## src/rtl/tsw_pkg.sv

```systemverilog
package tsw_pkg;
  // combined decision for one cycle
  typedef struct packed {
    logic sw;      // take the next task's saved counter
    logic kentry;  // plain entry into the kernel
    logic tpc_we;  // save the current task's next address
  } tsw_dec_t;
endpackage

```

## src/rtl/tsw_decide.sv

```systemverilog
module tsw_decide
  import tsw_pkg::*;
#(
  parameter int TASK_W    = 3,
  parameter int EMU_ID    = 0,
  parameter int LOADER_ID = 6,
  parameter int KERN_ID   = 7
) (
  input  logic [TASK_W-1:0] cur_task_i,
  input  logic [TASK_W-1:0] nxt_task_i,
  input  logic              cyc2_i,
  input  logic              wait_i,
  output tsw_dec_t          dec_o
);
  localparam logic [TASK_W-1:0] EMU_T    = TASK_W'(EMU_ID);
  localparam logic [TASK_W-1:0] LOADER_T = TASK_W'(LOADER_ID);
  localparam logic [TASK_W-1:0] KERN_T   = TASK_W'(KERN_ID);

  logic nxt_kern, cur_kern, emu_stay, cur_pinned;

  always_comb begin
    nxt_kern   = (nxt_task_i == KERN_T);
    cur_kern   = (cur_task_i == KERN_T);
    emu_stay   = (cur_task_i == EMU_T) && (nxt_task_i == EMU_T);
    cur_pinned = cur_kern || (cur_task_i == LOADER_T);

    if (cyc2_i) begin
      dec_o.sw = wait_i || (!nxt_kern && !emu_stay);
    end else begin
      dec_o.sw = wait_i && cur_pinned;
    end
    dec_o.kentry = cyc2_i && !wait_i && nxt_kern && !cur_kern;
    dec_o.tpc_we = cyc2_i && !wait_i;
  end
endmodule

```

## src/rtl/tsw_tpc_file.sv

```systemverilog
module tsw_tpc_file #(
  parameter int TASK_W = 3,
  parameter int ADDR_W = 12
) (
  input  logic              clk,
  input  logic              rst,
  input  logic              we_i,
  input  logic [TASK_W-1:0] waddr_i,
  input  logic [ADDR_W-1:0] wdata_i,
  input  logic [TASK_W-1:0] raddr_i,
  output logic [ADDR_W-1:0] rdata_o
);
  localparam int NTASK = 1 << TASK_W;

  logic [ADDR_W-1:0] mem [NTASK];

  always_ff @(posedge clk) begin
    if (rst) begin
      for (int i = 0; i < NTASK; i++) mem[i] <= '0;
    end else if (we_i) begin
      mem[waddr_i] <= wdata_i;
    end
  end

  // forward a same-edge write so a self-switch sees the fresh value
  always_comb begin
    if (we_i && (waddr_i == raddr_i)) rdata_o = wdata_i;
    else                              rdata_o = mem[raddr_i];
  end
endmodule

```

## src/rtl/tsw_addr_mux.sv

```systemverilog
module tsw_addr_mux
  import tsw_pkg::*;
#(
  parameter int ADDR_W = 12,
  parameter int GOTO_W = 8
) (
  input  tsw_dec_t          dec_i,
  input  logic              kerr_i,
  input  logic [GOTO_W-1:0] goto_i,
  input  logic [ADDR_W-1:0] tpc_i,
  input  logic [ADDR_W-1:0] seq_addr_i,
  output logic [ADDR_W-1:0] addr_o
);
  logic [ADDR_W-1:0] entry;

  always_comb begin
    entry = kerr_i ? '0 : ADDR_W'(goto_i);
    if (dec_i.sw)          addr_o = tpc_i;
    else if (dec_i.kentry) addr_o = entry;
    else                   addr_o = seq_addr_i;
  end
endmodule

```

## src/rtl/tsw_addr_sel.sv

```systemverilog
module tsw_addr_sel
  import tsw_pkg::*;
#(
  parameter int TASK_W    = 3,
  parameter int ADDR_W    = 12,
  parameter int GOTO_W    = 8,
  parameter int EMU_ID    = 0,
  parameter int LOADER_ID = 6,
  parameter int KERN_ID   = 7
) (
  input  logic              clk,
  input  logic              rst,
  input  logic [TASK_W-1:0] cur_task_i,
  input  logic [TASK_W-1:0] nxt_task_i,
  input  logic              cyc2_i,
  input  logic              wait_i,
  input  logic [ADDR_W-1:0] seq_addr_i,
  input  logic [GOTO_W-1:0] goto_i,
  input  logic              kerr_i,
  output logic [ADDR_W-1:0] addr_o,
  output logic              sw_o,
  output logic              sw_n_o
);
  tsw_dec_t          dec;
  logic [ADDR_W-1:0] tpc_rd;
  logic [ADDR_W-1:0] addr_nx;

  tsw_decide #(
    .TASK_W(TASK_W), .EMU_ID(EMU_ID), .LOADER_ID(LOADER_ID), .KERN_ID(KERN_ID)
  ) u_decide (
    .cur_task_i(cur_task_i),
    .nxt_task_i(nxt_task_i),
    .cyc2_i    (cyc2_i),
    .wait_i    (wait_i),
    .dec_o     (dec)
  );

  tsw_tpc_file #(.TASK_W(TASK_W), .ADDR_W(ADDR_W)) u_tpc (
    .clk    (clk),
    .rst    (rst),
    .we_i   (dec.tpc_we),
    .waddr_i(cur_task_i),
    .wdata_i(seq_addr_i),
    .raddr_i(nxt_task_i),
    .rdata_o(tpc_rd)
  );

  tsw_addr_mux #(.ADDR_W(ADDR_W), .GOTO_W(GOTO_W)) u_mux (
    .dec_i     (dec),
    .kerr_i    (kerr_i),
    .goto_i    (goto_i),
    .tpc_i     (tpc_rd),
    .seq_addr_i(seq_addr_i),
    .addr_o    (addr_nx)
  );

  always_ff @(posedge clk) begin
    if (rst) begin
      addr_o <= '0;
      sw_o   <= 1'b0;
      sw_n_o <= 1'b1;
    end else begin
      addr_o <= addr_nx;
      sw_o   <= dec.sw;
      sw_n_o <= ~dec.sw;
    end
  end
endmodule

```

## config.mk

```make
export PLATFORM = sky130hd
export DESIGN_NAME = tsw_addr_sel
export DESIGN_NICKNAME = d
export VERILOG_FILES = /design/src/rtl/tsw_pkg.sv /design/src/rtl/tsw_decide.sv /design/src/rtl/tsw_tpc_file.sv /design/src/rtl/tsw_addr_mux.sv /design/src/rtl/tsw_addr_sel.sv
export SDC_FILE = /design/constraint.sdc
export NUM_CORES = 1
export LEC_CHECK = 0
export BUFFER_PORTS_ARGS = -buffer_cell sky130_fd_sc_hd__buf_2
export CAP_MARGIN = 20
export CORE_MARGIN = 2
export CORE_UTILIZATION = 62
export CTS_BUF_LIST = sky130_fd_sc_hd__clkbuf_8
export DETAILED_ROUTE_END_ITERATION = 16
export PLACE_DENSITY = 0.82
export RECOVER_POWER = 100
export SLEW_MARGIN = 20
export SYNTH_ARGS = -nofsm -noshare
export SYNTH_HDL_FRONTEND = slang
export SYNTH_SLANG_ARGS = --single-unit
```

## constraint.sdc

```tcl
create_clock -name clk -period 2.65 [get_ports clk]
set_clock_uncertainty 0.15 [all_clocks]
set_input_delay 0.265 -clock clk [delete_from_list [all_inputs] [get_ports clk]]
set_output_delay 0.265 -clock clk [all_outputs]
set_load 0.05 [all_outputs]
```

==> impl_metrics.toml, run 1 <==
[worst_setup_path]
endpoint = "u_tpc.mem[5][0]"
required_ns = 2.63
r2r-start = "u_tpc.mem[2][2]"
crit_start = "rst"
r2r_slack_ns = 0.62
ff2ff_path_depth = 4
reg2reg_to = "addr_o[2]"
end_kind = "register"
worst-setup-path-type = "input port to register"
startpoint_type = "input port"
worstPathArrival_ns = 2.23
worstPathMaxFanout = 13

[place]
hpwl_mm = 7.85
dp_cells = 521
placed_cell_area_um2 = 5600
io_buffers = 44
gp_congestion = 0.950

[sta]
max_freq_mhz = 445
fin_crit_sh = 0.847
rsz0062_at_grt = "no"
fin_crit_ns = 2.25
tightest_slew_ns = 1.08
finalHoldViolCount = 0
max_slew_margin = 0.258
fin_setup_tns_ns = 0
slew_viol_final = 0
setup-violations-final = 0

[drt]
route.detailed.wl_per_inst_um = 19.5
wl_met3_um = 607
drc_errors = 0
vias = 3289
drtIter0Drc = 275
wl_met1_mm = 4.55
drt_wl_total_mm = 10.5
vias_per_cell = 6.12
firstDrtPassIters = 5
route.met2.wl_mm = 5.16
antenna_left = 0
route.top_layer_used = "met4"

[global_routing]
grt_remaining_overflow = 0
antenna_found_initial = 0
grt_usage = 0.248
grt_start_max_net_pins = 21
grt_pass1_vias = 3123
grt_pass1_wl_mm = 16.7

[power_and_ir_drop]
ir_drop_mv = 0.497
leakage_nw = 1.91
powerDensity_nw_per_um2 = 587

[clocking]
clock-root-buffer = "clkbuf_8"
cts.sinks = 110
h-tree-depth = 3
post-cts-setup-buffers = 0
cts_hold_buf = 0
ctsResizeCount = 0
numCtsBuffers = 9
clk_pin_slew_ns = 0.11
cts_tree = "yes"
clock_latency_ns = 0.37
max-clock-path-buffers = 2

[floorplan]
dieArea_um2 = 9170
rows = 33
die_w_um = 95.7
io_pins = 45
core_um2 = 8180
start_util = 0.638
die_h_um = 95.7

[worst_hold_path]
worstHoldPathType = "input port to register"

[synth]
synth_top_flop_cell = "edfxtp_1"
ys_types = 49
synth_top_cells_by_area = "edfxtp_1 55%, and2_1 8.6%, dfxtp_1 5.4%"
ys_seq_area_frac = 0.606
synth_most_common_cell = "edfxtp_1"
synth.top_cell.area_share = 0.553
ys_top_cells_by_count = "96 x edfxtp_1, 72 x and2_1, 20 x nor3_1, 19 x mux2i_1, 18 x nor2b_1"
ys_seq_elements = 110
ys_warn_count = 0
synth.largest_area_cell = "edfxtp_1"
syn_area_um2 = 5220
synthArstFlopShare = 0
mappedNetlistNets = 403
syn_avg_cell_area_um2 = 14.0
synth_cells = 372
synth_edf_count = 96

[cells_and_area]
stdcell_area_um2 = 5700
nNetsFinal = 458
final_util = 0.697
fin_cells = 537
area_growth_pct = 9.16
drive_gt1_frac = 0.167
regArea_um2 = 3160
multi_input_area_um2 = 1910
n_antenna_cell = 0
fill_cells = 584

[outcome]
status = "complete, no violations"

[run]
maxCapViolCount = 0
[cell families after synthesis]
logic type,share of synthesized area
AO/OA/AOI/OAI,0.0624
buffers and inverters,0.0252
flip-flops,0.606
XOR/XNOR,0.00504
AND/OR/NAND/NOR,0.174
multiplexers,0.127
[final cells by class]
cell class	count	share of cell area
clock buffers	9	0.0217
clock inverters	7	0.00923
flip-flops and latches	110	0.555
inverters	5	0.00330
repair buffers	63	0.0527
multi-input cells	238	0.335
well taps	105	0.0231
[routing by layer]
layer | track usage | up-vias
li1 | - | 1540
met1 | 0.364 | 1613
met2 | 0.396 | 114
met3 | 0.0305 | 22
met4 | 0.0714 | 0
met5 | 0 | -
[power breakdown]
group / internal [mW] / leakage, nW / switching [mW]
combinational: 0.142 / 0.783 / 0.272
clock: 0.347 / 0.0939 / 0.565
sequential: 1.98 / 1.03 / 0.0333
total: 2.47 / 1.91 / 0.870
[critical path, stage by stage]
cell and delay (ns):
clkbuf_1 0.49, clkinv_1 0.20, nand3_1 0.38, clkbuf_1 0.39
nor2_1 0.26, and2_0 0.24
[placed cells by master, fill, tap and decap left out, drive strengths merged, types with 4 or more instances in the layout]
master / n
edfxtp: 96
and2: 72
clkbuf: 37
buf: 35
nor3: 22
mux2i: 19
nor2b: 18
mux4: 16
nor2: 14
dfxtp: 14
a2111oi: 9
mux2: 8
o211ai: 8
o32ai: 8
o21ai: 8
nor4: 7
clkinv: 7
nand3: 4
inv: 4
[sequential cells by signal, summed over array words and instances, names as in the netlist]
| name | cells |
|---|---|
| sw_n_o | 1 |
| addr_o | 12 |
| u_tpc.mem | 96 |
| sw_o | 1 |
[how the worst min path moves through the flow]
stage	start	to	slack, ns	depth (start not counted)
3_5_place_dp	seq_addr_i[11]	addr_o[11]	0.48	3
2_1_floorplan	rst	sw_o	0.21	1
5_1_grt	seq_addr_i[11]	addr_o[11]	0.11	3
3_3_place_gp	seq_addr_i[11]	addr_o[11]	0.48	3
4_1_cts	seq_addr_i[11]	addr_o[11]	0.09	3
6_report	seq_addr_i[11]	addr_o[11]	0.09	3
[metrics by stage]
stage / setup WS (ns) / hold slack (ns) / power [mW]
floorplan: 0.216 / 0.215 / 2.34
global placement: 0.373 / 0.481 / 2.47
detailed placement: 0.243 / 0.483 / 2.48
CTS: 0.607 / 0.0858 / 3.36
global route: 0.220 / 0.114 / 3.45
finish: 0.405 / 0.0868 / 3.34
No activity file was read; power rests on OpenSTA's default activity.
==> run 2: changes to the inputs <==
==> constraint.sdc (replaced) <==
create_clock -name clk -period 2.3 [get_ports clk]
set_clock_uncertainty 0.15 [all_clocks]
set_input_delay 0.23 -clock clk [delete_from_list [all_inputs] [get_ports clk]]
set_output_delay 0.23 -clock clk [all_outputs]
set_load 0.05 [all_outputs]
==> impl_metrics.toml, run 2 (synthesized netlist as in run 1, its figures left out) <==
[sta]
setup-violations-final = 0
max_freq_mhz = 479
rsz0062_at_grt = "no"
max_slew_margin = 0.289
fin_crit_sh = 0.907
fin_crit_ns = 2.09
finalHoldViolCount = 0
tightest_slew_ns = 1.06
slew_viol_final = 0

[drt]
drt_wl_total_mm = 10.5
route.detailed.wl_per_inst_um = 19.4
firstDrtPassIters = 5
antenna_left = 0
vias = 3257
drtIter0Drc = 397
vias_per_cell = 5.99
drc_errors = 0

[clocking]
clk_pin_slew_ns = 0.10
max-clock-path-buffers = 2
post-cts-setup-buffers = 0
cts_tree = "yes"
clock_latency_ns = 0.36
clock-root-buffer = "clkbuf_8"
ctsResizeCount = 0
cts_hold_buf = 0
h-tree-depth = 3
numCtsBuffers = 9
cts.sinks = 110

[floorplan]
io_pins = 45
rows = 33
die_h_um = 95.7
start_util = 0.638
die_w_um = 95.7
core_um2 = 8180
dieArea_um2 = 9170

[outcome]
status = "complete, no violations"

[global_routing]
grt_pass1_vias = 3229
grt_start_max_net_pins = 21
grt_remaining_overflow = 0
antenna_found_initial = 0
grt_usage = 0.251
grt_pass1_wl_mm = 17.0

[place]
gp_congestion = 0.918
placed_cell_area_um2 = 5650
hpwl_mm = 7.94
io_buffers = 44

[worst_setup_path]
startpoint_type = "input port"
worst-setup-path-type = "input port to register"
worstPathArrival_ns = 2.00
worst-path-buf-inv = 4
cp_top_family = "buffers and inverters"
critical-path-max-stage-delay_ns = 0.52
path_cells = "clkbuf_1 -> clkinv_1 -> nand3_1 -> clkbuf_1 -> o21ai_0 -> clkbuf_2"
end_kind = "register"
worstPathMaxFanout = 13
required_ns = 2.21
cp_common_cell = "clkbuf_1"
cp_slowest_cell = "clkbuf_1"

[cells_and_area]
drive_gt1_frac = 0.178
multi_input_area_um2 = 1910
nNetsFinal = 465
largest_reg_flops = 96
largestRegisters = "u_tpc.mem x96, addr_o x12"
stdcell_area_um2 = 5740
n_antenna_cell = 0
final_cell_mix = "96 x edfxtp_1, 41 x and2_0, 31 x and2_1"
largest-register = "u_tpc.mem"
final_util = 0.702
regArea_um2 = 3160
area_growth_pct = 10.0
fill_cells = 597
layout_commonest_cell = "edfxtp_1"

[power_and_ir_drop]
powerDensity_nw_per_um2 = 672
ir_drop_mv = 0.394
leakage_nw = 1.93
power_mw = 3.86

[run]
maxCapViolCount = 0

[worst_hold_path]
worstHoldPathType = "input port to register"
## run 2: area by class of cell
type,count,share of cell area
timing repair buffer,70,0.0589
tap,105,0.0229
clock buffer,9,0.0216
inverter,5,0.00327
sequential,110,0.551
multi-input combinational,238,0.333
clock inverter,7,0.00916
## run 2: worst min-delay path, stage by stage
cell and delay [ns]:
buf_2 0.16, nand3_1 0.08, o21ai_1 0.07
## run 2: final timing paths
path                                 startpoint         endpoint  depth (start not counted)  slack, ns
worst min register to register  u_tpc.mem[4][5]        addr_o[5]                          3       0.56
worst max register to register  u_tpc.mem[2][1]        addr_o[1]                          4       0.39
worst min-delay path             seq_addr_i[11]       addr_o[11]                          3       0.06
worst max-delay path                        rst  u_tpc.mem[5][6]                          6       0.21
## run 2: routing by layer
| metal | GRT usage | vias up | share of wire |
|---|---|---|---|
| met2 | 0.409 | 128 | 0.49 |
| met1 | 0.354 | 1567 | 0.42 |
| met4 | 0.0679 | 0 | 0.016 |
| met5 | 0 | - | 0 |
| li1 | - | 1547 | - |
| met3 | 0.0462 | 15 | 0.074 |
## run 2: stage by stage
step / setup WS (ns) / instances / hold WS [ns] / setup TNS [ns]
2_1_floorplan: -0.0992 / 372 / 0.180 / -3.57
3_3_place_gp: 0.0826 / 528 / 0.445 / 0
3_5_place_dp: 0.0107 / 528 / 0.451 / 0
4_1_cts: 0.397 / 544 / 0.0563 / 0
5_1_grt: 0.0839 / 544 / 0.0667 / 0
6_report: 0.214 / 544 / 0.0589 / 0
## run 2: power breakdown
group          total [mW]  internal (mW)  switching, mW  leakage, nW
clock network        1.05          0.400          0.649       0.0939
logic               0.484          0.168          0.316        0.807
registers            2.32           2.29         0.0376         1.03
total                3.86           2.85           1.00         1.93
